===== src/rtl/netregs_pkg.sv =====
package netregs_pkg;

    typedef enum logic [4:0] {
        OP_IGNORE,
        OP_BAD,
        OP_BANK,
        OP_TCR_LO,
        OP_TCR_HI,
        OP_RCR_LO,
        OP_RCR_HI,
        OP_CFG_LO,
        OP_CFG_HI,
        OP_GPR_LO,
        OP_GPR_HI,
        OP_CTL_LO,
        OP_CTL_HI,
        OP_MMU,
        OP_PNR,
        OP_PTR_LO,
        OP_PTR_HI,
        OP_DATA,
        OP_ACK,
        OP_MASK,
        OP_ERCV
    } op_e;

    localparam logic [3:0] OFF_BANK = 4'd14;
    localparam logic [3:0] OFF_NOP  = 4'd15;

    localparam int NPAIR  = 5;
    localparam int PR_TCR = 0;
    localparam int PR_RCR = 1;
    localparam int PR_CFG = 2;
    localparam int PR_GPR = 3;
    localparam int PR_CTL = 4;

    localparam int SRST_BIT_HI = 7;
    localparam logic [7:0] ACK_KEEP = 8'hD6;
    localparam logic [7:0] CTL_LO_KEEP = 8'hFC;

endpackage


===== src/rtl/netregs_op_decode.sv =====
module netregs_op_decode
    import netregs_pkg::*;
(
    input  logic [7:0] bank_q,
    input  logic [3:0] off,
    output op_e        op
);
    always_comb begin
        op = OP_BAD;
        if (off == OFF_BANK) begin
            op = OP_BANK;
        end else if (off == OFF_NOP) begin
            op = OP_IGNORE;
        end else begin
            unique case (bank_q)
                8'd0: begin
                    case (off)
                        4'd0:          op = OP_TCR_LO;
                        4'd1:          op = OP_TCR_HI;
                        4'd4:          op = OP_RCR_LO;
                        4'd5:          op = OP_RCR_HI;
                        4'd10, 4'd11:  op = OP_IGNORE;
                        default:       op = OP_BAD;
                    endcase
                end
                8'd1: begin
                    case (off)
                        4'd0:                      op = OP_CFG_LO;
                        4'd1:                      op = OP_CFG_HI;
                        4'd2, 4'd3, 4'd4, 4'd5,
                        4'd6, 4'd7, 4'd8, 4'd9:    op = OP_IGNORE;
                        4'd10:                     op = OP_GPR_LO;
                        4'd11:                     op = OP_GPR_HI;
                        4'd12:                     op = OP_CTL_LO;
                        4'd13:                     op = OP_CTL_HI;
                        default:                   op = OP_BAD;
                    endcase
                end
                8'd2: begin
                    case (off)
                        4'd0:                      op = OP_MMU;
                        4'd1, 4'd3, 4'd4, 4'd5:    op = OP_IGNORE;
                        4'd2:                      op = OP_PNR;
                        4'd6:                      op = OP_PTR_LO;
                        4'd7:                      op = OP_PTR_HI;
                        4'd8, 4'd9, 4'd10, 4'd11:  op = OP_DATA;
                        4'd12:                     op = OP_ACK;
                        4'd13:                     op = OP_MASK;
                        default:                   op = OP_BAD;
                    endcase
                end
                8'd3: begin
                    case (off)
                        4'd12:         op = OP_ERCV;
                        4'd10, 4'd11:  op = OP_BAD;
                        default:       op = OP_IGNORE;
                    endcase
                end
                default: op = OP_BAD;
            endcase
        end
    end
endmodule


===== src/rtl/netregs_pair.sv =====
module netregs_pair #(
    parameter logic [7:0] LO_KEEP = 8'hFF
) (
    input  logic        clk,
    input  logic        rst_n,
    input  logic        clr,
    input  logic        ld_lo,
    input  logic        ld_hi,
    input  logic [7:0]  wdata,
    output logic [15:0] q
);
    always_ff @(posedge clk) begin
        if (!rst_n || clr) begin
            q <= '0;
        end else begin
            if (ld_lo) q[7:0]  <= wdata & LO_KEEP;
            if (ld_hi) q[15:8] <= wdata;
        end
    end
endmodule


===== src/rtl/netregs_ptr_unit.sv =====
module netregs_ptr_unit #(
    parameter int PKT_W  = 8,
    parameter int ADDR_W = 11
) (
    input  logic              clk,
    input  logic              rst_n,
    input  logic              clr,
    input  logic              ld_lo,
    input  logic              ld_hi,
    input  logic              data_wr,
    input  logic [1:0]        off_lo,
    input  logic [7:0]        wdata,
    input  logic [PKT_W-1:0]  rx_head,
    input  logic [PKT_W-1:0]  pkt_num,
    output logic [15:0]       ptr,
    output logic              buf_we,
    output logic [PKT_W-1:0]  buf_pkt,
    output logic [ADDR_W-1:0] buf_addr,
    output logic [7:0]        buf_data
);
    localparam int RX_SEL_BIT = 15;
    localparam int AUTO_BIT   = 14;

    logic              auto_inc;
    logic [ADDR_W-1:0] base_addr;
    logic [ADDR_W-1:0] addr_nx;
    logic [ADDR_W-1:0] step_addr;
    logic [PKT_W-1:0]  pkt_nx;

    always_comb begin
        auto_inc  = ptr[AUTO_BIT];
        base_addr = ptr[ADDR_W-1:0];
        step_addr = base_addr + ADDR_W'(1);
        addr_nx   = auto_inc ? base_addr : base_addr + ADDR_W'(off_lo);
        pkt_nx    = ptr[RX_SEL_BIT] ? rx_head : pkt_num;
    end

    always_ff @(posedge clk) begin
        if (!rst_n || clr) begin
            ptr <= '0;
        end else begin
            if (ld_lo) ptr[7:0]  <= wdata;
            if (ld_hi) ptr[15:8] <= wdata;
            if (data_wr && auto_inc) ptr[ADDR_W-1:0] <= step_addr;
        end
    end

    always_ff @(posedge clk) begin
        if (!rst_n || clr) begin
            buf_we   <= 1'b0;
            buf_pkt  <= '0;
            buf_addr <= '0;
            buf_data <= '0;
        end else begin
            buf_we <= data_wr;
            if (data_wr) begin
                buf_pkt  <= pkt_nx;
                buf_addr <= addr_nx;
                buf_data <= wdata;
            end
        end
    end
endmodule


===== src/rtl/netregs_wr_decode.sv =====
module netregs_wr_decode
    import netregs_pkg::*;
#(
    parameter int PKT_W  = 8,
    parameter int ADDR_W = 11,
    parameter int ERCV_W = 5
) (
    input  logic              clk,
    input  logic              rst_n,
    input  logic              wr_en,
    input  logic [3:0]        wr_off,
    input  logic [7:0]        wr_data,
    input  logic [PKT_W-1:0]  rx_head,
    output logic [7:0]        bank_sel,
    output logic [15:0]       tx_ctrl,
    output logic [15:0]       rx_ctrl,
    output logic [15:0]       cfg_reg,
    output logic [15:0]       gp_reg,
    output logic [15:0]       ctl_reg,
    output logic [PKT_W-1:0]  pkt_sel,
    output logic [15:0]       buf_ptr,
    output logic [7:0]        irq_mask,
    output logic [ERCV_W-1:0] erx_thresh,
    output logic              buf_we,
    output logic [PKT_W-1:0]  buf_pkt,
    output logic [ADDR_W-1:0] buf_addr,
    output logic [7:0]        buf_data,
    output logic              cmd_stb,
    output logic [2:0]        cmd_code,
    output logic              ack_stb,
    output logic [7:0]        ack_bits,
    output logic              srst_stb,
    output logic              bad_stb
);
    op_e              op;
    op_e              op_act;
    logic             soft_clr;
    logic [NPAIR-1:0] pair_lo;
    logic [NPAIR-1:0] pair_hi;
    logic [15:0]      pair_q [NPAIR];

    netregs_op_decode u_dec (
        .bank_q (bank_sel),
        .off    (wr_off),
        .op     (op)
    );

    always_comb begin
        op_act   = wr_en ? op : OP_IGNORE;
        soft_clr = (op_act == OP_RCR_HI) && wr_data[SRST_BIT_HI];
        pair_lo  = '0;
        pair_hi  = '0;
        pair_lo[PR_TCR] = (op_act == OP_TCR_LO);
        pair_hi[PR_TCR] = (op_act == OP_TCR_HI);
        pair_lo[PR_RCR] = (op_act == OP_RCR_LO);
        pair_hi[PR_RCR] = (op_act == OP_RCR_HI);
        pair_lo[PR_CFG] = (op_act == OP_CFG_LO);
        pair_hi[PR_CFG] = (op_act == OP_CFG_HI);
        pair_lo[PR_GPR] = (op_act == OP_GPR_LO);
        pair_hi[PR_GPR] = (op_act == OP_GPR_HI);
        pair_lo[PR_CTL] = (op_act == OP_CTL_LO);
        pair_hi[PR_CTL] = (op_act == OP_CTL_HI);
    end

    for (genvar g = 0; g < NPAIR; g++) begin : g_pair
        netregs_pair #(
            .LO_KEEP((g == PR_CTL) ? CTL_LO_KEEP : 8'hFF)
        ) u_pair (
            .clk   (clk),
            .rst_n (rst_n),
            .clr   (soft_clr),
            .ld_lo (pair_lo[g]),
            .ld_hi (pair_hi[g]),
            .wdata (wr_data),
            .q     (pair_q[g])
        );
    end

    assign tx_ctrl = pair_q[PR_TCR];
    assign rx_ctrl = pair_q[PR_RCR];
    assign cfg_reg = pair_q[PR_CFG];
    assign gp_reg  = pair_q[PR_GPR];
    assign ctl_reg = pair_q[PR_CTL];

    netregs_ptr_unit #(
        .PKT_W  (PKT_W),
        .ADDR_W (ADDR_W)
    ) u_ptr (
        .clk      (clk),
        .rst_n    (rst_n),
        .clr      (soft_clr),
        .ld_lo    (op_act == OP_PTR_LO),
        .ld_hi    (op_act == OP_PTR_HI),
        .data_wr  (op_act == OP_DATA),
        .off_lo   (wr_off[1:0]),
        .wdata    (wr_data),
        .rx_head  (rx_head),
        .pkt_num  (pkt_sel),
        .ptr      (buf_ptr),
        .buf_we   (buf_we),
        .buf_pkt  (buf_pkt),
        .buf_addr (buf_addr),
        .buf_data (buf_data)
    );

    always_ff @(posedge clk) begin
        if (!rst_n || soft_clr) begin
            bank_sel   <= '0;
            pkt_sel    <= '0;
            irq_mask   <= '0;
            erx_thresh <= '0;
        end else begin
            unique case (op_act)
                OP_BANK: bank_sel   <= wr_data;
                OP_PNR:  pkt_sel    <= wr_data[PKT_W-1:0];
                OP_MASK: irq_mask   <= wr_data;
                OP_ERCV: erx_thresh <= wr_data[ERCV_W-1:0];
                default: ;
            endcase
        end
    end

    always_ff @(posedge clk) begin
        if (!rst_n) begin
            cmd_stb  <= 1'b0;
            cmd_code <= '0;
            ack_stb  <= 1'b0;
            ack_bits <= '0;
            srst_stb <= 1'b0;
            bad_stb  <= 1'b0;
        end else begin
            cmd_stb  <= (op_act == OP_MMU);
            ack_stb  <= (op_act == OP_ACK);
            bad_stb  <= (op_act == OP_BAD);
            srst_stb <= soft_clr;
            if (op_act == OP_MMU) cmd_code <= wr_data[7:5];
            if (op_act == OP_ACK) ack_bits <= wr_data & ACK_KEEP;
        end
    end
endmodule


===== config.mk =====
export PLATFORM = sky130hd
export DESIGN_NAME = netregs_wr_decode
export DESIGN_NICKNAME = d
export VERILOG_FILES = /design/src/rtl/netregs_pkg.sv /design/src/rtl/netregs_op_decode.sv /design/src/rtl/netregs_pair.sv /design/src/rtl/netregs_ptr_unit.sv /design/src/rtl/netregs_wr_decode.sv
export SDC_FILE = /design/constraint.sdc
export NUM_CORES = 1
export LEC_CHECK = 0
export BUFFER_PORTS_ARGS = -buffer_cell sky130_fd_sc_hd__buf_2
export CORE_MARGIN = 2
export CORE_UTILIZATION = 45
export DETAILED_ROUTE_END_ITERATION = 8
export PLACE_DENSITY = 0.74
export SYNTH_ARGS = -nofsm -noshare
export SYNTH_HDL_FRONTEND = slang
export SYNTH_SLANG_ARGS = --single-unit

===== constraint.sdc =====
create_clock -name clk -period 2.7 [get_ports clk]
set_input_delay 0.27 -clock clk [delete_from_list [all_inputs] [get_ports clk]]
set_output_delay 0.27 -clock clk [all_outputs]
set_load 0.02 [all_outputs]

# == Yosys cells after proc, flatten, opt, wreduce, memory -nomap -nowiden ==
# Memories as Yosys holds them, arrays and structs flattened.
# Cells that the tools add are included.
# op_classes
n_addsub,2
n_eq_ne,31
n_mux,11
reduce_logical,9
# op_table
cell,count
equality test 5 x 4 -> 1 bit (second input constant),8
equality test 5 bit (second input constant),5
two-way mux 11 bit,2
equality test 4 bit (second input constant),5
equality test 5 x 3 -> 1 bit (second input constant),4
one-hot mux 5 bit (4 select lines),1
equality test 8 x 2 -> 1 bit (second input constant),2
two-way mux 8 bit,2
two-way mux 5 bit,3
one-hot mux 3 bit (5 select lines),1
adder 11 x 1 -> 11 bit (second input constant),1
adder 11 x 2 -> 11 bit,1
equality test 5 x 2 -> 1 bit (second input constant),2
one-hot mux 5 bit (2 select lines),1
equality test 4 x 3 -> 1 bit (second input constant),2
equality test 8 x 1 -> 1 bit (second input constant),1
logical NOT 8 bit,1
equality test 5 x 1 -> 1 bit (second input constant),1
equality test 4 x 1 -> 1 bit (second input constant),1
logical NOT 4 bit,1
nonzero test 2 bit,2
two-way mux 3 bit,1
logical AND 1 bit,2
OR reduction 2 bit,1
other kinds (2),2
# word_totals
regBits,163
romBits,144
wordCells,82
mem_count,2
# memory_table
name,depth,width,rd,rd_ports_with_merged_regs,wr,line,text
(no name shown),16,5,1,0,0,netregs_op_decode.sv:40,case (off)
(no name shown),16,4,1,0,0,netregs_op_decode.sv:27,case (off)

# == Longest topological paths before layout ==
# Gate-level depths: netlist of the first run.
# logic_depth
depth_word,10
ltp_mapped,13

# == By module ==
# A second synthesis of the first run with hierarchy kept.
# hier_totals
hier_cells,759
area_unflattened_um2,7297.0
# modules_own_cells
mod,instances,cells_per_inst,area_each_um2,seq_area_each_um2
netregs_pair at g_pair[0].u_pair ...,4,53,625.6,320.3
netregs_ptr_unit,1,222,2047.0,880.8
netregs_wr_decode,1,217,1814.2,820.8
netregs_pair at g_pair[4].u_pair,1,49,535.5,280.3
netregs_op_decode,1,59,397.9,0.0

# == Worst setup path after synthesis of the first run ==
# No wires, ideal clock.
# synth_path
kind,reg-to-reg
start,register bank_sel[0]
end,register g_pair[0].u_pair.q[10]
setup_time_ps,122
arrival_time_ps,2455
required_ps,2578
slack_ps,123
stages_incl_launch_ff,11
path_buffers,3
period_less_slack_ps,2577
cell_sequence,dfxtp_1 > clkbuf_1 > or4b_1 > o21ai_1 > a211oi_1 > a21oi_2 > o2111ai_4 > o21ai_2 > buf_4 > buf_4 > a21oi_1
# synth_between
elab_chain_len,8
# synth_lines
item,line,text
from (decl),netregs_wr_decode.sv:14,"output logic [7:0] bank_sel,"
from (signal assigned),netregs_wr_decode.sv:114,OP_BANK: bank_sel <= wr_data;
equality test 8 x 2 -> 1 bit (tied with other cells),netregs_op_decode.sv:15,unique case (bank_q)
one-hot mux 5 bit (4 select lines) *,netregs_op_decode.sv:15,
two-way mux 5 bit *,netregs_op_decode.sv:12,end else if (off == OFF_NOP) begin
two-way mux 5 bit *,netregs_op_decode.sv:10,if (off == OFF_BANK) begin
two-way mux 5 bit *,netregs_wr_decode.sv:49,op_act = wr_en ? op : OP_IGNORE;
equality test 5 x 3 -> 1 bit,netregs_wr_decode.sv:50,soft_clr = (op_act == OP_RCR_HI) && wr_data[SRST_BIT_HI];
logical AND 1 bit,netregs_wr_decode.sv:50,
logical OR 1 bit,netregs_pair.sv:13,if (!rst_n || clr) begin
to (signal assigned),netregs_pair.sv:17,if (ld_hi) q[15:8] <= wdata;
to (decl),netregs_pair.sv:10,output logic [15:0] q
# Every way passes the cells marked *; elsewhere a longest branch is shown, timed or not.
# A chain may end at the register's enable or synchronous reset.

# == Final worst setup path of the first run ==
# layout_path
start,register bank_sel[0]
end,register u_ptr.buf_addr[9]
# layout_between
elab_chain_len,8
# layout_lines
item,line,text
equality test 8 x 2 -> 1 bit (tied with other cells),netregs_op_decode.sv:15,
one-hot mux 5 bit (4 select lines) *,netregs_op_decode.sv:15,
two-way mux 5 bit *,netregs_op_decode.sv:12,
two-way mux 5 bit *,netregs_op_decode.sv:10,
two-way mux 5 bit *,netregs_wr_decode.sv:49,
equality test 5 x 3 -> 1 bit,netregs_wr_decode.sv:50,
logical AND 1 bit,netregs_wr_decode.sv:50,
logical OR 1 bit,netregs_ptr_unit.sv:49,if (!rst_n || clr) begin
to (signal assigned),netregs_ptr_unit.sv:58,buf_addr <= addr_nx;
to (decl),netregs_ptr_unit.sv:18,"output logic [ADDR_W-1:0] buf_addr,"
# Marked as above.

==> run_results.csv, run 1 <==
group,metric,value,unit
clock_tree,numCtsBuffers,17,
cells_and_area,final_cell_mix,"buf_2, dfxtp_1, a21oi_1",
setup_path,startpoint_type,"register",
sta,skew,0.0194,ns
logic_synthesis,synth_warnings,0,
logic_synthesis,synth_top_area_share,45.2,%
logic_synthesis,async_flop_share,0,%
sta,setup_tns,0,ns
die,start_util,45.8,%
grt,antenna_found_initial,0,
cells_and_area,fin_nets,1053,
power,swShare,26.1,%
sta,relSlewSlack,52.8,%
setup_path,critPathRequiredTime,3.03,ns
hold_path,hold_depth,2,
logic_synthesis,seq_area_frac_synth,45.2,%
clock_tree,htreeDepth,4,
place,gp_congestion,0.905,
run,cap_violations,0,
sta,slew_viol_final,0,
place,place_hpwl,14400,um
drt,drc,0,
setup_path,critPathCaptureType,"register",
cells_and_area,diodes,0,
grt,grt_pass1_wl,33300,um
grt,overflow,0,
logic_synthesis,yosys_register_bits,163,
hold_path,min_path_type,"in -> reg",
drt,initialDrtViolationCount,412,
setup_path,path_max_fanout,46,
setup_path,cp-startpoint,"bank_sel[0]$_SDFFE_PP0N_",
setup_path,rr_startpoint,"bank_sel[0]$_SDFFE_PP0N_",
die,num_rows,46,
setup_path,r2r-end,"u_ptr.buf_addr[9]$_SDFFE_PP0P_",
clock_tree,tritoncts,"done",
cells_and_area,mostFrequentLayoutCell,"buf_2",
power,p_leak,3.59,nW
die,die_y,131,um
logic_synthesis,syn-mean-instance-area,8.40,um2
sta,finalCriticalPeriod,2.58,ns
drt,vias_per_cell,5.58,
power,combPwrFrac,8.2,%
die,core-area,15800,um2
hold_path,min_delay_worst_endpoint,"bad_stb$_SDFF_PN0_",
setup_path,r2r_cells,9,
drt,ant_nets,0,
drt,first_pass_iters,4,
cells_and_area,area_growth,25.7,%
clock_tree,cts-hold-fix-buffers,0,
logic_synthesis,synth_cells,859,
place,post_dp_cell_area,8440,um2
place,port_buffers,185,
drt,avgRoutedWirePerCell,17.4,um
logic_synthesis,synth_edf_count,0,
setup_path,r2r_slack,0.12,ns
sta,hold_viol,0,
clock_tree,clk_latency,0.44,ns
sta,worst_pin_slew,0.704,ns
die,die_x,131,um
power,power_density,587,nW/um2
status,outcome,"complete, no violations",
power,p_clk_share,46.2,%
clock_tree,clock_sinks,163,
power,peakVddDrop,0.000440,V
sta,timing.final.ws_setup,0.116,ns
drt,wirelength,21800,um
grt,grt_max_degree,52,
power,p_sw,1.39,mW
die,dieArea,17100,um2
die,pin_count,191,
clock_tree,cts_root_buf,"clkbuf_16",
cells_and_area,final_core_util,57.5,%
logic_synthesis,yosysTopAreaCell,"dfxtp_1",
drt,vias,6995,
cells_and_area,stdcell_area,9070,um2
sta,fmax,387,MHz
sta,setup_viol,0,
setup_path,crit_arrival,2.91,ns
clock_tree,max-clock-path-buffers,2,
sta,rsz0062_at_grt,"no",
clock_tree,path_clk_slew,0.07,ns
sta,finalCritPeriodShare,95.7,%
logic_synthesis,synth.area.top_cells,"dfxtp_1, a21oi_1, nand3_1",
logic_synthesis,synth_area,7220,um2
logic_synthesis,synth_flop_cell,"dfxtp_1",
hold_path,hp-start,"rst_n",
power,seqPwrFrac,45.6,%
grt,grt_pass1_vias,6108,
place,post-place-ws,0.00860,ns
grt,track_usage,25.2,%
setup_path,crit_type,"reg -> reg",
logic_synthesis,synth_cell_types,60,
cells_and_area,drive_gt1_share,28.0,%
power,p_int,3.94,mW
-- how the worst max path moves through the flow --
stage / endpoint / cells after the start / slack, ns
after floorplan: g_pair[0].u_pair.q[10]$_SDFFE_PP0N_ / 10 / 0.12
after global placement: u_ptr.buf_data[1]$_SDFFE_PP0P_ / 10 / 0.06
after detailed placement: g_pair[4].u_pair.q[12]$_SDFFE_PP0N_ / 11 / 0.009
after CTS: g_pair[4].u_pair.q[12]$_SDFFE_PP0N_ / 8 / 0.01
after global routing: u_ptr.ptr[9]$_SDFFE_PP0P_ / 8 / 0.02
final: u_ptr.buf_addr[9]$_SDFFE_PP0P_ / 9 / 0.12
-- metrics by stage --
step           std cells  total power [mW]  hold WS [ns]
3_5_place_dp        1218              2.91         0.443
3_3_place_gp        1218              2.91         0.434
4_1_cts             1250              5.36         0.152
5_1_grt             1253              5.51         0.163
6_report            1253              5.33         0.165
2_1_floorplan        863              2.76         0.410
-- registers in the layout, summed over array words and instances, names as in the netlist --
register and flops:
g_pair.u_pair.q 78, u_ptr.ptr 16, u_ptr.buf_addr 11, bank_sel 8
irq_mask 8, pkt_sel 8, u_ptr.buf_data 8, u_ptr.buf_pkt 8
ack_bits 5, erx_thresh 5, cmd_code 3, ack_stb 1
bad_stb 1, cmd_stb 1, srst_stb 1, u_ptr.buf_we 1
-- final cells by class --
cell class / instances / area, um2
well taps: 216 / 270
clock buffers: 17 / 425
fillers: 1483 / 6700
clock inverters: 15 / 174
flip-flops and latches: 163 / 3260
multi-input cells: 602 / 3530
inverters: 7 / 26.3
repair buffers: 233 / 1390
-- routing by layer --
metal	global-route usage [%]	vias up	share of wire [%]
met3	6.56	34	6.8
met1	33.2	3355	43
met2	40.0	241	48
met4	9.20	0	2.0
li1	-	3365	-
met5	0	-	0
-- synth_stat cells, types with 3 or more instances --
master,n
o21ai_1,3
o21ai_0,55
mux2i_1,42
nand2b_1,6
nand2_1,74
or2_2,4
ha_1,5
nor4_1,7
nor3_1,3
dfxtp_1,163
and2_1,4
or4_1,3
clkbuf_1,47
xor2_1,3
a31oi_1,7
a211oi_1,23
and3_1,7
or3_1,5
xnor2_1,7
buf_1,5
nor2_1,62
a2111oi_0,4
nor2b_1,6
nand4_1,7
inv_1,7
buf_2,21
o211ai_1,4
buf_4,16
nand3_1,104
a21oi_1,113
-- critical path: stages (launching register included) --
cell,delay [ns]
dfxtp_1,0.36
buf_4,0.18
or4_1,0.55
o2111ai_2,0.15
o21ai_2,0.16
buf_4,0.19
nor3_2,0.27
buf_12,0.27
nor2_1,0.09
a211oi_1,0.26
-- power groups by stage --
stage,registers [mW],logic [mW],clock network [mW]
floorplan,2.50,0.257,0
global placement,2.48,0.429,0
detailed placement,2.48,0.430,0
CTS,2.43,0.432,2.50
global route,2.43,0.471,2.62
finish,2.43,0.439,2.46
-- logic make-up after synthesis --
kind of cell / count (synthesis) / synth area share (%)
XOR/XNOR: 10 / 1.21
AO/OA/AOI/OAI: 234 / 19.5
AND/OR/NAND/NOR: 305 / 20.5
multiplexers: 42 / 5.83
other: 1 / 0.0520
flip-flops: 163 / 45.2
adder cells (fa/ha/maj): 6 / 1.14
buffers and inverters: 98 / 6.50
-- what timing repair did --
action,4_1_cts,5_1_grt
resized for setup,0,5
setup endpoints to repair,0,39
buffers inserted,0,3
Note: power is estimated with default switching activity, not from simulation.
==> run 2: changes to the inputs <==
--- a/config.mk
+++ b/config.mk
@@ -5,7 +5,9 @@
 export SDC_FILE = /design/constraint.sdc
 export NUM_CORES = 1
 export LEC_CHECK = 0
+export ABC_AREA = 1
 export BUFFER_PORTS_ARGS = -buffer_cell sky130_fd_sc_hd__buf_2
+export CORE_ASPECT_RATIO = 0.9
 export CORE_MARGIN = 2
 export CORE_UTILIZATION = 45
 export DETAILED_ROUTE_END_ITERATION = 8
==> run 2 against run 1 <==
Effect of this change: maximum frequency up 6.2%; critical path depth up 4; sequential share of layout area up 0.42 points; highest routed layer unchanged; final cell count up 13%; critical path type unchanged; count of clock-buffer cells in the layout up 4; register-to-register slack better by 0.15 ns; first-iteration DRC count up 26%; clock power up 6%; global-route usage down 0.30 points; combinational power down 5.7%; synthesized cell count up 19%; total power up 2.3%.
==> run_results.csv, run 2 <==
group,metric,value,unit
sta,setup_viol,0,
hold_path,min_path_type,"in -> reg",
power,p_leak,3.97,nW
sta,hold_viol,0,
setup_path,startpoint_type,"register",
die,start_util,45.4,%
cells_and_area,final_cell_mix,"nand2_1, buf_2, dfxtp_1",
sta,hold_ws,0.122,ns
cells_and_area,fin_nets,1221,
logic_synthesis,synth_edf_count,0,
logic_synthesis,synth_cells,1021,
logic_synthesis,seq_area_frac_synth,45.0,%
drt,initialDrtViolationCount,520,
sta,skew,0.0138,ns
sta,worst_pin_slew,0.608,ns
clock_tree,cts_root_buf,"clkbuf_16",
setup_path,critPathCaptureType,"register",
die,die_x,138,um
grt,antenna_found_initial,0,
die,core-area,16000,um2
sta,slew_viol_final,0,
drt,first_pass_iters,7,
cells_and_area,largestRegisters,"g_pair.u_pair.q (78), u_ptr.ptr (16), u_ptr.buf_addr (11)",
place,port_buffers,185,
setup_path,crit_arrival,2.73,ns
power,power_density,608,nW/um2
grt,grt_pass1_vias,6570,
logic_synthesis,synth_warnings,0,
clock_tree,clock_sinks,163,
die,num_rows,44,
drt,drc,0,
power,totalPowerFinal,5.45,mW
logic_synthesis,async_flop_share,0,%
grt,grt_pass1_wl,33700,um
place,place_hpwl,14500,um
drt,avgRoutedWirePerCell,15.3,um
clock_tree,htreeDepth,4,
place,gp_congestion,0.877,
drt,wirelength,21600,um
clock_tree,max-clock-path-buffers,2,
logic_synthesis,yosys-top-cells-count,"nand2_1, dfxtp_1, a21oi_1, nand3_1, nor2_1",
logic_synthesis,synth_most_common_cell,"nand2_1",
clock_tree,numCtsBuffers,17,
logic_synthesis,synth_top_area_share,45.0,%
sta,setup_tns,0,ns
die,die_y,124,um
setup_path,crit_type,"reg -> reg",
cells_and_area,area_growth,23.6,%
setup_path,critPathRequiredTime,3.00,ns
clock_tree,tritoncts,"done",
logic_synthesis,yosys_register_bits,163,
sta,finalCriticalPeriod,2.43,ns
sta,relSlewSlack,59.4,%
logic_synthesis,synth_area,7250,um2
cells_and_area,diodes,0,
logic_synthesis,synth_cell_types,33,
clock_tree,path_clk_slew,0.07,ns
drt,ant_nets,0,
grt,overflow,0,
cells_and_area,largest_reg_flops,78,
cells_and_area,mostFrequentLayoutCell,"nand2_1",
die,pin_count,191,
grt,grt_max_degree,53,
status,outcome,"complete, no violations",
grt,track_usage,24.9,%
power,peakVddDrop,0.000538,V
logic_synthesis,synth.area.top_cells,"dfxtp_1, nand2_1, a21oi_1",
run,cap_violations,0,
cells_and_area,drive_gt1_share,22.7,%
logic_synthesis,synth_flop_cell,"dfxtp_1",
sta,fmax,411,MHz
logic_synthesis,yosysTopAreaCell,"dfxtp_1",
cells_and_area,largest_register,"g_pair.u_pair.q",
sta,rsz0062_at_grt,"no",
drt,vias_per_cell,5.10,
die,dieArea,17200,um2
clock_tree,clk_latency,0.43,ns
clock_tree,cts-hold-fix-buffers,0,
sta,finalCritPeriodShare,90.1,%
logic_synthesis,syn-mean-instance-area,7.11,um2
drt,vias,7197,
setup_path,path_max_fanout,48,
run 2: final cells by class:
cell class                 instances  area [um2]
multi-input combinational        733        3390
inverter                          69         262
sequential                       163        3260
timing repair buffer             208        1160
clock inverter                    11         174
fill                            1528        7000
tap                              207         259
clock buffer                      21         460
run 2: kinds of logic (layout without fill, tap and decap cells):
kind of cell | after synthesis | in the layout | share of synthesized area [%]
xor+xnor | 12 | 12 | 1.45
flops | 163 | 163 | 45.0
other cells | 1 | 5 | 0.0517
buf+inv | 129 | 309 | 8.83
simple gates | 535 | 535 | 31.0
compound gates | 175 | 175 | 12.6
fa+ha+maj | 6 | 6 | 1.14
run 2: metal layers:
layer / track usage [%] / up-vias / routed length, um
met1: 32.8 / 3276 / 9500
li1: - / 3615 / -
met5: 0 / - / 0
met4: 8.76 / 0 / 439
met2: 38.2 / 273 / 9730
met3: 7.90 / 33 / 1920
run 2: worst paths after layout:
check                                 startpoint                                  end  slack [ns]  cells past startpoint
min reg2reg  g_pair[1].u_pair.q[15]$_SDFFE_PP0N_  g_pair[1].u_pair.q[15]$_SDFFE_PP0N_        0.44                      2
max reg2reg             bank_sel[4]$_SDFFE_PP0N_       u_ptr.buf_data[0]$_SDFFE_PP0P_        0.27                     13
max                     bank_sel[4]$_SDFFE_PP0N_       u_ptr.buf_data[0]$_SDFFE_PP0P_        0.27                     13
min                                        rst_n             ack_bits[1]$_SDFFE_PN0P_        0.12                      3
run 2: where the power goes:
| part | switching, mW | leakage, nW | total [mW] | internal, mW |
|---|---|---|---|---|
| registers | 0.0120 | 1.31 | 2.43 | 2.42 |
| clock network | 0.998 | 0.301 | 2.60 | 1.61 |
| logic | 0.307 | 2.36 | 0.414 | 0.106 |
| total | 1.32 | 3.97 | 5.45 | 4.13 |
run 2: metrics by stage:
step | setup WS, ns | area [um2] | util (%) | std cells
floorplan | 0.592 | 7270 | - | 1025
global placement | 0.216 | 8310 | 52.1 | 1380
detailed placement | 0.119 | 8310 | 52.1 | 1380
CTS | 0.243 | 8950 | 56.0 | 1412
global route | 0.0357 | 8960 | 56.2 | 1412
finish | 0.267 | 8960 | 56.2 | 1412
run 2: repair_timing:
item / in CTS / in global routing
setup endpoints to repair: 0 / 17
resized for setup: 0 / 6
buffers inserted: 0 / 0
run 2: worst max-delay path, stage by stage (launching register included):
cell	delay [ns]
dfxtp_1	0.34
nor2_1	0.14
nand2_1	0.17
nor2_1	0.24
nor2_1	0.07
nand2_1	0.13
nand2_2	0.12
inv_2	0.09
nand4_2	0.13
nor2_4	0.27
a21oi_4	0.14
inv_4	0.12
buf_12	0.24
a21oi_1	0.08
==> run 3: changes to the inputs <==
--- a/config.mk
+++ b/config.mk
@@ -5,7 +5,6 @@
 export SDC_FILE = /design/constraint.sdc
 export NUM_CORES = 1
 export LEC_CHECK = 0
-export ABC_AREA = 1
 export BUFFER_PORTS_ARGS = -buffer_cell sky130_fd_sc_hd__buf_2
 export CORE_ASPECT_RATIO = 0.9
 export CORE_MARGIN = 2
==> run 3 against run 2 <==
Effect of this change: first-iteration DRC count decreased by 2.1%; critical endpoint is now u_ptr.ptr[9]$_SDFFE_PP0P_; final cell count decreased by 11%; global-route usage increased by 1.5 points; non-clock buffer count increased by 38; highest routed layer unchanged; critical path depth decreased by 5; worst setup slack got worse by 0.083 ns.
==> run_results.csv, run 3 (synthesized netlist as in run 1, its figures left out) <==
group,metric,value,unit
clock_tree,clock_sinks,163,
setup_path,path_max_fanout,8,
drt,drc,0,
clock_tree,tritoncts,"done",
setup_path,critPathCaptureType,"register",
place,post_dp_cell_area,8550,um2
cells_and_area,final_core_util,59.0,%
setup_path,crit_family,"simple AND/OR/NAND/NOR gates",
sta,relSlewSlack,54.0,%
die,die_y,124,um
grt,overflow,0,
cells_and_area,area_growth,27.2,%
drt,first_pass_iters,7,
grt,grtUsageMet3,7.49,%
sta,worst_pin_slew,0.689,ns
sta,slew_viol_final,0,
cells_and_area,diodes,0,
cells_and_area,stdcell_area,9180,um2
die,die_x,137,um
drt,vias_per_cell,5.63,
setup_path,cp-startpoint,"bank_sel[7]$_SDFFE_PP0N_",
grt,grtUsageMet1,36.4,%
cells_and_area,final_cell_mix,"buf_2, dfxtp_1, a21oi_1",
grt,grt_pass1_vias,6455,
drt,ant_nets,0,
place,gp_congestion,0.911,
setup_path,path_buf_inv,1,
hold_path,hp-start,"rx_head[7]",
clock_tree,clk_latency,0.43,ns
place,port_buffers,185,
grt,grt_max_degree,86,
grt,antenna_found_initial,0,
grt,grt_pass1_wl,34600,um
cells_and_area,largestRegisters,"g_pair.u_pair.q (78), u_ptr.ptr (16), u_ptr.buf_addr (11)",
status,outcome,"complete, no violations",
setup_path,startpoint_type,"register",
power,power_density,576,nW/um2
drt,initialDrtViolationCount,509,
die,pin_count,191,
sta,hold_viol,0,
hold_path,min_path_type,"in -> reg",
drt,vias,7054,
power,p_leak,3.65,nW
setup_path,crit_type,"reg -> reg",
setup_path,rr_startpoint,"bank_sel[7]$_SDFFE_PP0N_",
setup_path,max_stage_delay,0.71,ns
cells_and_area,largest_register,"g_pair.u_pair.q",
cells_and_area,fin_nets,1066,
clock_tree,cts_root_buf,"clkbuf_16",
die,core-area,15500,um2
power,peakVddDrop,0.000487,V
clock_tree,cts-hold-fix-buffers,0,
cells_and_area,mostFrequentLayoutCell,"buf_2",
setup_path,crit_arrival,2.83,ns
grt,grt-busiest-layer,"met2",
die,num_rows,43,
grt,use_met2,40.3,%
cells_and_area,drive_gt1_share,29.0,%
sta,finalCriticalPeriod,2.52,ns
power,totalPowerFinal,5.29,mW
die,start_util,46.4,%
setup_path,critPathRequiredTime,3.01,ns
clock_tree,htreeDepth,4,
sta,rsz0062_at_grt,"no",
cells_and_area,largest_reg_flops,78,
run,cap_violations,0,
sta,setup_tns,0,ns
setup_path,crit_slowest_cell,"or4_1",
cells_and_area,finalNonFillerCells,1252,
sta,skew,0.00603,ns
clock_tree,path_clk_slew,0.06,ns
sta,fmax,397,MHz
sta,setup_viol,0,
place,place_hpwl,14900,um
sta,finalCritPeriodShare,93.2,%
setup_path,crit_chain,"nor4_2, buf_4, and2_1, o2111ai_2, or2_2, or4_1, o211ai_1, a31oi_1",
die,dieArea,17100,um2
drt,wirelength,22700,um
clock_tree,numCtsBuffers,17,
place,dp.cells,1218,
drt,avgRoutedWirePerCell,18.1,um
clock_tree,max-clock-path-buffers,2,
grt,track_usage,26.4,%
[run 3: layout make-up]
class,instances,area [um2]
clock buffers,20,457
clock inverters,12,129
fillers,1418,6370
inverters,7,26.3
multi-input cells,602,3530
flip-flops and latches,163,3270
well taps,202,253
repair buffers,246,1520
[run 3: final timing paths]
kind / to / slack, ns / depth (start not counted)
max: u_ptr.ptr[9]$_SDFFE_PP0P_ / 0.18 / 8
min: u_ptr.buf_pkt[7]$_SDFFE_PP0P_ / 0.18 / 3
max reg2reg: u_ptr.ptr[9]$_SDFFE_PP0P_ / 0.18 / 8
min reg2reg: g_pair[4].u_pair.q[9]$_SDFFE_PP0N_ / 0.45 / 2
[run 3: per-stage QoR]
| step | worst slack, ns | hold WS (ns) |
|---|---|---|
| finish | 0.184 | 0.179 |
| global placement | 0.0446 | 0.437 |
| CTS | 0.00315 | 0.167 |
| global route | 0.0422 | 0.189 |
| detailed placement | 0.0169 | 0.443 |
| floorplan | 0.123 | 0.410 |
[run 3: timing repair]
| action | 4_1_cts | 5_1_grt |
|---|---|---|
| endpoints found under the setup margin | 0 | 87 |
| setup buffers | 0 | 1 |
| endpoints found under the hold margin | 0 | 0 |
| gates resized for setup | 0 | 10 |
[run 3: worst register-to-register path: stages, from the launching register on]
cell	delay, ns
dfxtp_1	0.34
nor4_2	0.27
buf_4	0.16
and2_1	0.19
o2111ai_2	0.15
or2_2	0.31
or4_1	0.71
o211ai_1	0.18
a31oi_1	0.09
[run 3: per-layer routing]
layer	part of all wire (%)	vias to the layer above	wire, um
met5	0	-	0
met1	44	3342	10100
li1	-	3392	-
met4	1.3	0	286
met3	8.9	25	2010
met2	45	295	10300
[run 3: where the power goes]
group / internal (mW) / switching, mW
Clock: 1.41 / 0.989
Sequential: 2.42 / 0.0111
Combinational: 0.142 / 0.320
Total: 3.97 / 1.32
